===== src/rtl/binlamp_view.sv =====
`timescale 1ns/1ps
module binlamp_view #(
  parameter int H_ACTIVE  = 1280,
  parameter int H_FP      = 48,
  parameter int H_SYNC    = 112,
  parameter int H_TOTAL   = 1688,
  parameter int V_ACTIVE  = 1024,
  parameter int V_FP      = 1,
  parameter int V_SYNC    = 3,
  parameter int V_TOTAL   = 1066,
  parameter int LAMP_LOG2 = 3,
  parameter int BORDER    = 1,
  parameter int GAP       = 8,
  parameter int ROW_PITCH = 16,
  parameter int ORG_X     = 64,
  parameter int ORG_Y     = 64,
  parameter int RD_LAT    = 2
) (
  input  logic       clk,
  input  logic       rst,
  output logic       rd_en,
  output logic [7:0] rd_addr,
  input  logic [7:0] rd_data,
  output logic       hsync,
  output logic       vsync,
  output logic [3:0] red,
  output logic [3:0] green,
  output logic [3:0] blue
);
  localparam int LAMP  = 1 << LAMP_LOG2;
  localparam int PITCH = 8 * LAMP + GAP;
  localparam int HW    = $clog2(H_TOTAL);
  localparam int VW    = $clog2(V_TOTAL);
  localparam int CW    = 7;

  localparam logic [15:0] X0  = 16'(ORG_X);
  localparam logic [15:0] Y0  = 16'(ORG_Y);
  localparam logic [15:0] XE  = 16'(ORG_X + 16 * PITCH);
  localparam logic [15:0] YE  = 16'(ORG_Y + 16 * ROW_PITCH);
  localparam logic [15:0] XP  = 16'(PITCH);
  localparam logic [15:0] YP  = 16'(ROW_PITCH);
  localparam logic [15:0] XL  = 16'(ORG_X - 16);
  localparam logic [15:0] YL  = 16'(ORG_Y - 16);
  localparam logic [15:0] LW  = 16'(8 * LAMP);
  localparam logic [15:0] LS  = 16'(LAMP);
  localparam logic [15:0] BD  = 16'(BORDER);
  localparam logic [15:0] HA  = 16'(H_ACTIVE);
  localparam logic [15:0] VA  = 16'(V_ACTIVE);
  localparam logic [15:0] HS0 = 16'(H_ACTIVE + H_FP);
  localparam logic [15:0] HS1 = 16'(H_ACTIVE + H_FP + H_SYNC);
  localparam logic [15:0] VS0 = 16'(V_ACTIVE + V_FP);
  localparam logic [15:0] VS1 = 16'(V_ACTIVE + V_FP + V_SYNC);

  localparam logic [11:0] C_LIT   = 12'hFA0;
  localparam logic [11:0] C_DIM   = 12'h320;
  localparam logic [11:0] C_WHITE = 12'hFFF;

  function automatic logic glyph(input logic [3:0] d, input logic [2:0] gx, input logic [2:0] gy);
    logic [6:0] s;
    logic span, up, dn;
    case (d)
      4'h0: s = 7'h3F;  4'h1: s = 7'h06;  4'h2: s = 7'h5B;  4'h3: s = 7'h4F;
      4'h4: s = 7'h66;  4'h5: s = 7'h6D;  4'h6: s = 7'h7D;  4'h7: s = 7'h07;
      4'h8: s = 7'h7F;  4'h9: s = 7'h6F;  4'hA: s = 7'h77;  4'hB: s = 7'h7C;
      4'hC: s = 7'h39;  4'hD: s = 7'h5E;  4'hE: s = 7'h79;  4'hF: s = 7'h71;
    endcase
    span = gx >= 3'd1 && gx <= 3'd5;
    up   = gy <= 3'd3;
    dn   = gy >= 3'd3 && gy <= 3'd6;
    return (s[0] && gy == 3'd0 && span) || (s[1] && gx == 3'd5 && up) ||
           (s[2] && gx == 3'd5 && dn)   || (s[3] && gy == 3'd6 && span) ||
           (s[4] && gx == 3'd1 && dn)   || (s[5] && gx == 3'd1 && up) ||
           (s[6] && gy == 3'd3 && span);
  endfunction

  logic [HW-1:0] hc;
  logic [VW-1:0] vc;

  always_ff @(posedge clk) begin
    if (rst) begin
      hc <= '0;
      vc <= '0;
    end else if (hc == HW'(H_TOTAL - 1)) begin
      hc <= '0;
      vc <= (vc == VW'(V_TOTAL - 1)) ? '0 : vc + 1'b1;
    end else begin
      hc <= hc + 1'b1;
    end
  end

  logic [15:0] x, y, rx, ry, xo, yo, lx;
  logic [3:0]  col, row;
  logic [2:0]  lj;
  logic        in_x, in_y, lamp_hit, rim, clab, rlab, glyph_px, active;
  logic [CW-1:0] ctx_in;

  assign x   = 16'(hc);
  assign y   = 16'(vc);
  assign rx  = x - X0;
  assign ry  = y - Y0;
  assign xo  = rx % XP;
  assign yo  = ry % YP;
  assign col = 4'(rx / XP);
  assign row = 4'(ry / YP);
  assign lx  = xo & (LS - 16'd1);
  assign lj  = 3'(xo >> LAMP_LOG2);

  assign in_x     = x >= X0 && x < XE;
  assign in_y     = y >= Y0 && y < YE;
  assign active   = x < HA && y < VA;
  assign lamp_hit = in_x && in_y && xo < LW && yo < LS;
  assign rim      = lx < BD || lx >= LS - BD || yo < BD || yo >= LS - BD;
  assign clab     = in_x && y >= YL && y < YL + 16'd8 && xo < 16'd8;
  assign rlab     = in_y && x >= XL && x < XL + 16'd8 && yo < 16'd8;
  assign glyph_px = clab ? glyph(col, 3'(xo), 3'(y - YL)) :
                    rlab ? glyph(row, 3'(x - XL), 3'(yo)) : 1'b0;

  assign ctx_in = {x >= HS0 && x < HS1, y >= VS0 && y < VS1,
                   active && lamp_hit && !rim, active && glyph_px, 3'd7 - lj};

  logic [CW-1:0] ctx [RD_LAT+1];

  always_ff @(posedge clk) begin
    if (rst) begin
      for (int i = 0; i <= RD_LAT; i++) ctx[i] <= '0;
      rd_en   <= 1'b0;
      rd_addr <= '0;
    end else begin
      ctx[0] <= ctx_in;
      for (int i = 1; i <= RD_LAT; i++) ctx[i] <= ctx[i-1];
      rd_en   <= active && lamp_hit;
      rd_addr <= {row, col};
    end
  end

  logic [CW-1:0] tl;
  assign tl = ctx[RD_LAT];

  always_ff @(posedge clk) begin
    if (rst) begin
      hsync <= 1'b0;
      vsync <= 1'b0;
      {red, green, blue} <= '0;
    end else begin
      hsync <= tl[6];
      vsync <= tl[5];
      {red, green, blue} <= tl[4] ? (rd_data[tl[2:0]] ? C_LIT : C_DIM) :
                            tl[3] ? C_WHITE : 12'h000;
    end
  end
endmodule


===== config.mk =====
export PLATFORM = sky130hd
export DESIGN_NAME = binlamp_view
export DESIGN_NICKNAME = d
export VERILOG_FILES = /design/src/rtl/binlamp_view.sv
export SDC_FILE = /design/constraint.sdc
export NUM_CORES = 1
export LEC_CHECK = 0
export BUFFER_PORTS_ARGS = -buffer_cell sky130_fd_sc_hd__buf_4
export CAP_MARGIN = 10
export CELL_PAD_IN_SITES_DETAIL_PLACEMENT = 0
export CELL_PAD_IN_SITES_GLOBAL_PLACEMENT = 1
export CORE_MARGIN = 2
export CORE_UTILIZATION = 41
export DETAILED_ROUTE_END_ITERATION = 8
export GPL_TIMING_DRIVEN = 0
export PLACE_DENSITY = 0.74
export SLEW_MARGIN = 20
export SYNTH_ARGS = -nofsm -noshare
export SYNTH_HDL_FRONTEND = slang
export SYNTH_SLANG_ARGS = --single-unit

===== constraint.sdc =====
create_clock -name clk -period 4.8 [get_ports clk]
set_input_delay 0.72 -clock clk [delete_from_list [all_inputs] [get_ports clk]]
set_output_delay 0.72 -clock clk [all_outputs]
set_load 0.01 [all_outputs]

==> summary.md <==
| Metric | Value |
|---|---|
| Outcome | `completed` |
| PnR worst setup slack | `between 0.15 and 0.2 ns` |
| Setup violations, final | `0` |
| Post-synth top flop | `dfxtp_1` |
| DIE AREA | `11,300 sq um` |
| Share of the clock period used by the worst path after layout | `0.964` |
| Net Sw Power | `between 0.2 and 0.3 mW` |
| Core area | `10,300 sq um` |
| # Max-Cap Violations | `0` |
| CTS sink count | `57` |
| Initial antenna violation count | `0` |
| Register bit total from synthesis | `57` |
| Clock power frac | `0.476` |
| Post-Syn Instances | `between 500 and 600` |
| Post-DRT Antenna Nets | `0` |
| Layout cells sized above 1 | `0.233` |
| Startpoint types | `flop` |
| Lkg Pwr | `2.01 nW` |
| Routed WL | `12,000 microns` |
| Fraction of registers with async set or reset after synthesis | `0` |
| Cells taking the most area after synthesis | `dfxtp_1 (26%), ha_1 (8.1%), nor2_1 (5.1%), nor2b_1 (3.5%), xnor2_1 (3.5%)` |
| Final core occ | `0.507` |
| Dpl hpwl | `8660 microns` |
| First-pass GRT wire length | `19,300 microns` |
| Synth-to-layout area growth | `20.9%` |
| Synthesized cell area | `approximately 4300 sq um` |
| Average cell area after synthesis | `8.03 sq um` |
| VDD IR max | `0.116 mV` |
| Min Tclk post-route | `approximately 4.6 ns` |
| Hold_buf cts | `0` |
| Num ports | `33` |
| Top post-synthesis cells by count | `nor2_1 (58), dfxtp_1 (57), nand2_1 (35), ha_1 (28), o21ai_0 (26)` |
| Overall Power | `0.998 mW` |
| Final hold violations | `0` |
| Starting Density | `0.419` |
| Vias/cell | `5.64` |
| CP endpoint kind | `flop` |
| Peak Freq | `216 MHz` |
| Hold path cells | `1` |
| Internal power | `0.739 mW` |
| Post-synthesis sequential area ratio | `0.265` |
| Post-DR wirelength/cell | `16.3 microns` |
| Max Slew Vio Count | `0` |
| Antenna fix cells | `0` |
| Setup TNS | `0 ns` |
| Largest net degree at the start of global routing | `13` |
| CP Data Required Time | `5.07 ns` |
| CP Class | `flop to flop` |
| Slew HR | `0.405` |
| Vias in the first global route | `3,878` |
| Top-count cell post-synth | `nor2_1` |
| R2R setup slack | `0.17 ns` |
| Reg power frac | `0.483` |
| Gp weighted congestion | `0.952` |
| Routed via count | `4,163` |
| Worst EP arrival | `a little under 5 ns` |
| # H-tree levels | `3` |
| Pwr per Cell Area | `192 nW/um^2` |
| Design Area, Final | `5210 sq um` |
| Die H | `about 110 microns` |
| Drt drc | `0` |
| Number of buffers created by CTS | `9` |
| Post-synth top area cell | `dfxtp_1` |
| Global-route usage over all layers | `0.214` |
| Clk_lat worst skew | `0.36 ns` |
| CTS tree | `done` |
| Synth Net Count | `574` |
| Die Wd | `106 microns` |
| Yosys Warn Count | `0` |
| R2r worst-path depth | `23` |
| Nets | `between 600 and 700` |
| Sw Share | `0.260` |
| Post-synth EDFFs | `0` |
| Worst-Margin Slew | `0.893 ns` |
| Type of the tightest min-delay check | `flop to flop` |
| FILL cells | `1,026` |
| Setup Skew | `0.0114 ns` |
| Grt ovf | `0` |
| Synth unique cells | `79` |
| Clock root cell | `clkbuf_8` |
| Initial DRC Count | `268` |
| Placement Setup Slack | `-0.464 ns` |
| Site row count | `37` |
| Clock-pin slew on the worst setup and hold paths | `0.07 ns` |
| # port buffers | `32` |
| Clk buf depth | `2` |
| Post-DP Area | `4720 sq um` |
| Top-area cell type share of the netlist area | `0.265` |
| Worst-path fanout max | `10` |
| DR pass1 iterations | `5` |
| Combinational fraction of design power | `0.040` |
==> final timing paths <==
kind                                            from                   end
worst max-delay path                hc[6]$_SDFF_PP0_  ctx[0][3]$_SDFF_PP0_
worst min-delay path            ctx[0][0]$_SDFF_PP0_  ctx[0][7]$_SDFF_PP0_
worst min register to register  ctx[0][0]$_SDFF_PP0_  ctx[0][7]$_SDFF_PP0_
worst max register to register      hc[6]$_SDFF_PP0_  ctx[0][3]$_SDFF_PP0_
==> timing repair <==
| item | 4_1_cts | 5_1_grt |
|---|---|---|
| resized for setup | 14 | 31 |
| setup endpoints to repair | 1 | 1 |
| pin swaps | 4 | 11 |
| buffers inserted | 8 | 10 |
| hold endpoints to repair | 0 | 0 |
==> critical path, stage by stage (launching register included) <==
cell       delay, ns
dfxtp_2         0.34
buf_6           0.12
buf_8           0.14
inv_2           0.10
ha_2            0.27
clkbuf_4        0.18
or4b_4          0.55
o211ai_1        0.11
o31a_1          0.20
nor3_4          0.07
buf_4           0.16
buf_4           0.13
o2111ai_1       0.18
o311ai_0        0.19
o221ai_2        0.18
inv_2           0.11
a21oi_4         0.16
inv_1           0.08
ha_1            0.24
nand2_1         0.07
a21o_1          0.15
a22oi_1         0.07
or4b_1          0.51
a32oi_1         0.23
==> final cells by class <==
class	count	area (sq um)	area share
plain buffers	42	265	0.0509
multi-input cells	413	2960	0.569
clock buffers	9	124	0.0238
inverters	24	90.1	0.0173
well taps	136	170	0.0327
flip-flops and latches	57	1140	0.220
repair buffers	50	375	0.0721
clock inverters	7	78.8	0.0151
==> cell families (layout without fill, tap and decap cells) <==
| kind of cell | Yosys count | count (layout) | synth area share |
|---|---|---|---|
| AND/OR/NAND/NOR | 221 | 221 | 0.277 |
| AO/OA/AOI/OAI | 131 | 131 | 0.219 |
| buffers and inverters | 66 | 132 | 0.0764 |
| flip-flops | 57 | 57 | 0.265 |
| adder cells (fa/ha/maj) | 28 | 28 | 0.0813 |
| XOR/XNOR | 19 | 19 | 0.0386 |
| multiplexers | 14 | 14 | 0.0427 |
==> stage by stage <==
step	std cells	hold slack (ns)
after detailed placement	704	0.423
after global routing	738	0.450
after CTS	728	0.442
after global placement	704	0.416
after floorplan	536	0.414
final	738	0.438
==> state kept, by name, summed over array words and instances, names as in the netlist <==
| signal | flops |
|---|---|
| ctx | 21 |
| rd_addr | 8 |
| vc | 11 |
| green | 1 |
| rd_en | 1 |
| vsync | 1 |
| hc | 11 |
| hsync | 1 |
| red | 2 |
==> routing by layer <==
| metal | routed length, microns | global-route usage | vias up |
|---|---|---|---|
| met5 | 0 | 0 | - |
| met1 | 5390 | 0.294 | 1934 |
| li1 | - | - | 2033 |
| met2 | 5470 | 0.338 | 182 |
| met3 | 979 | 0.0484 | 14 |
| met4 | 163 | 0.0575 | 0 |
==> cells in the final DEF, fill, tap and decap left out, types with 6 or more instances in the layout <==
cell type	n
nor2_1	57
inv_1	21
and2_1	11
o21ai_1	10
clkbuf_1	17
o211ai_1	8
nor2b_1	22
ha_1	26
nand2_1	33
or3_1	6
xnor2_1	17
a31oi_1	7
clkbuf_8	9
mux2i_1	8
dfxtp_1	55
a21oi_1	22
nand3_1	20
nor3_1	14
nand2b_1	8
o21ai_0	21
buf_4	64
==> power groups by stage <==
stage               registers [mW]  clock network (mW)  logic (mW)
finish                       0.482               0.476      0.0401
global route                 0.483               0.511      0.0456
CTS                          0.482               0.484      0.0406
detailed placement           0.493                   0      0.0402
global placement             0.493                   0      0.0399
floorplan                    0.494                   0      0.0225
Power figures use the tool's default switching activity.
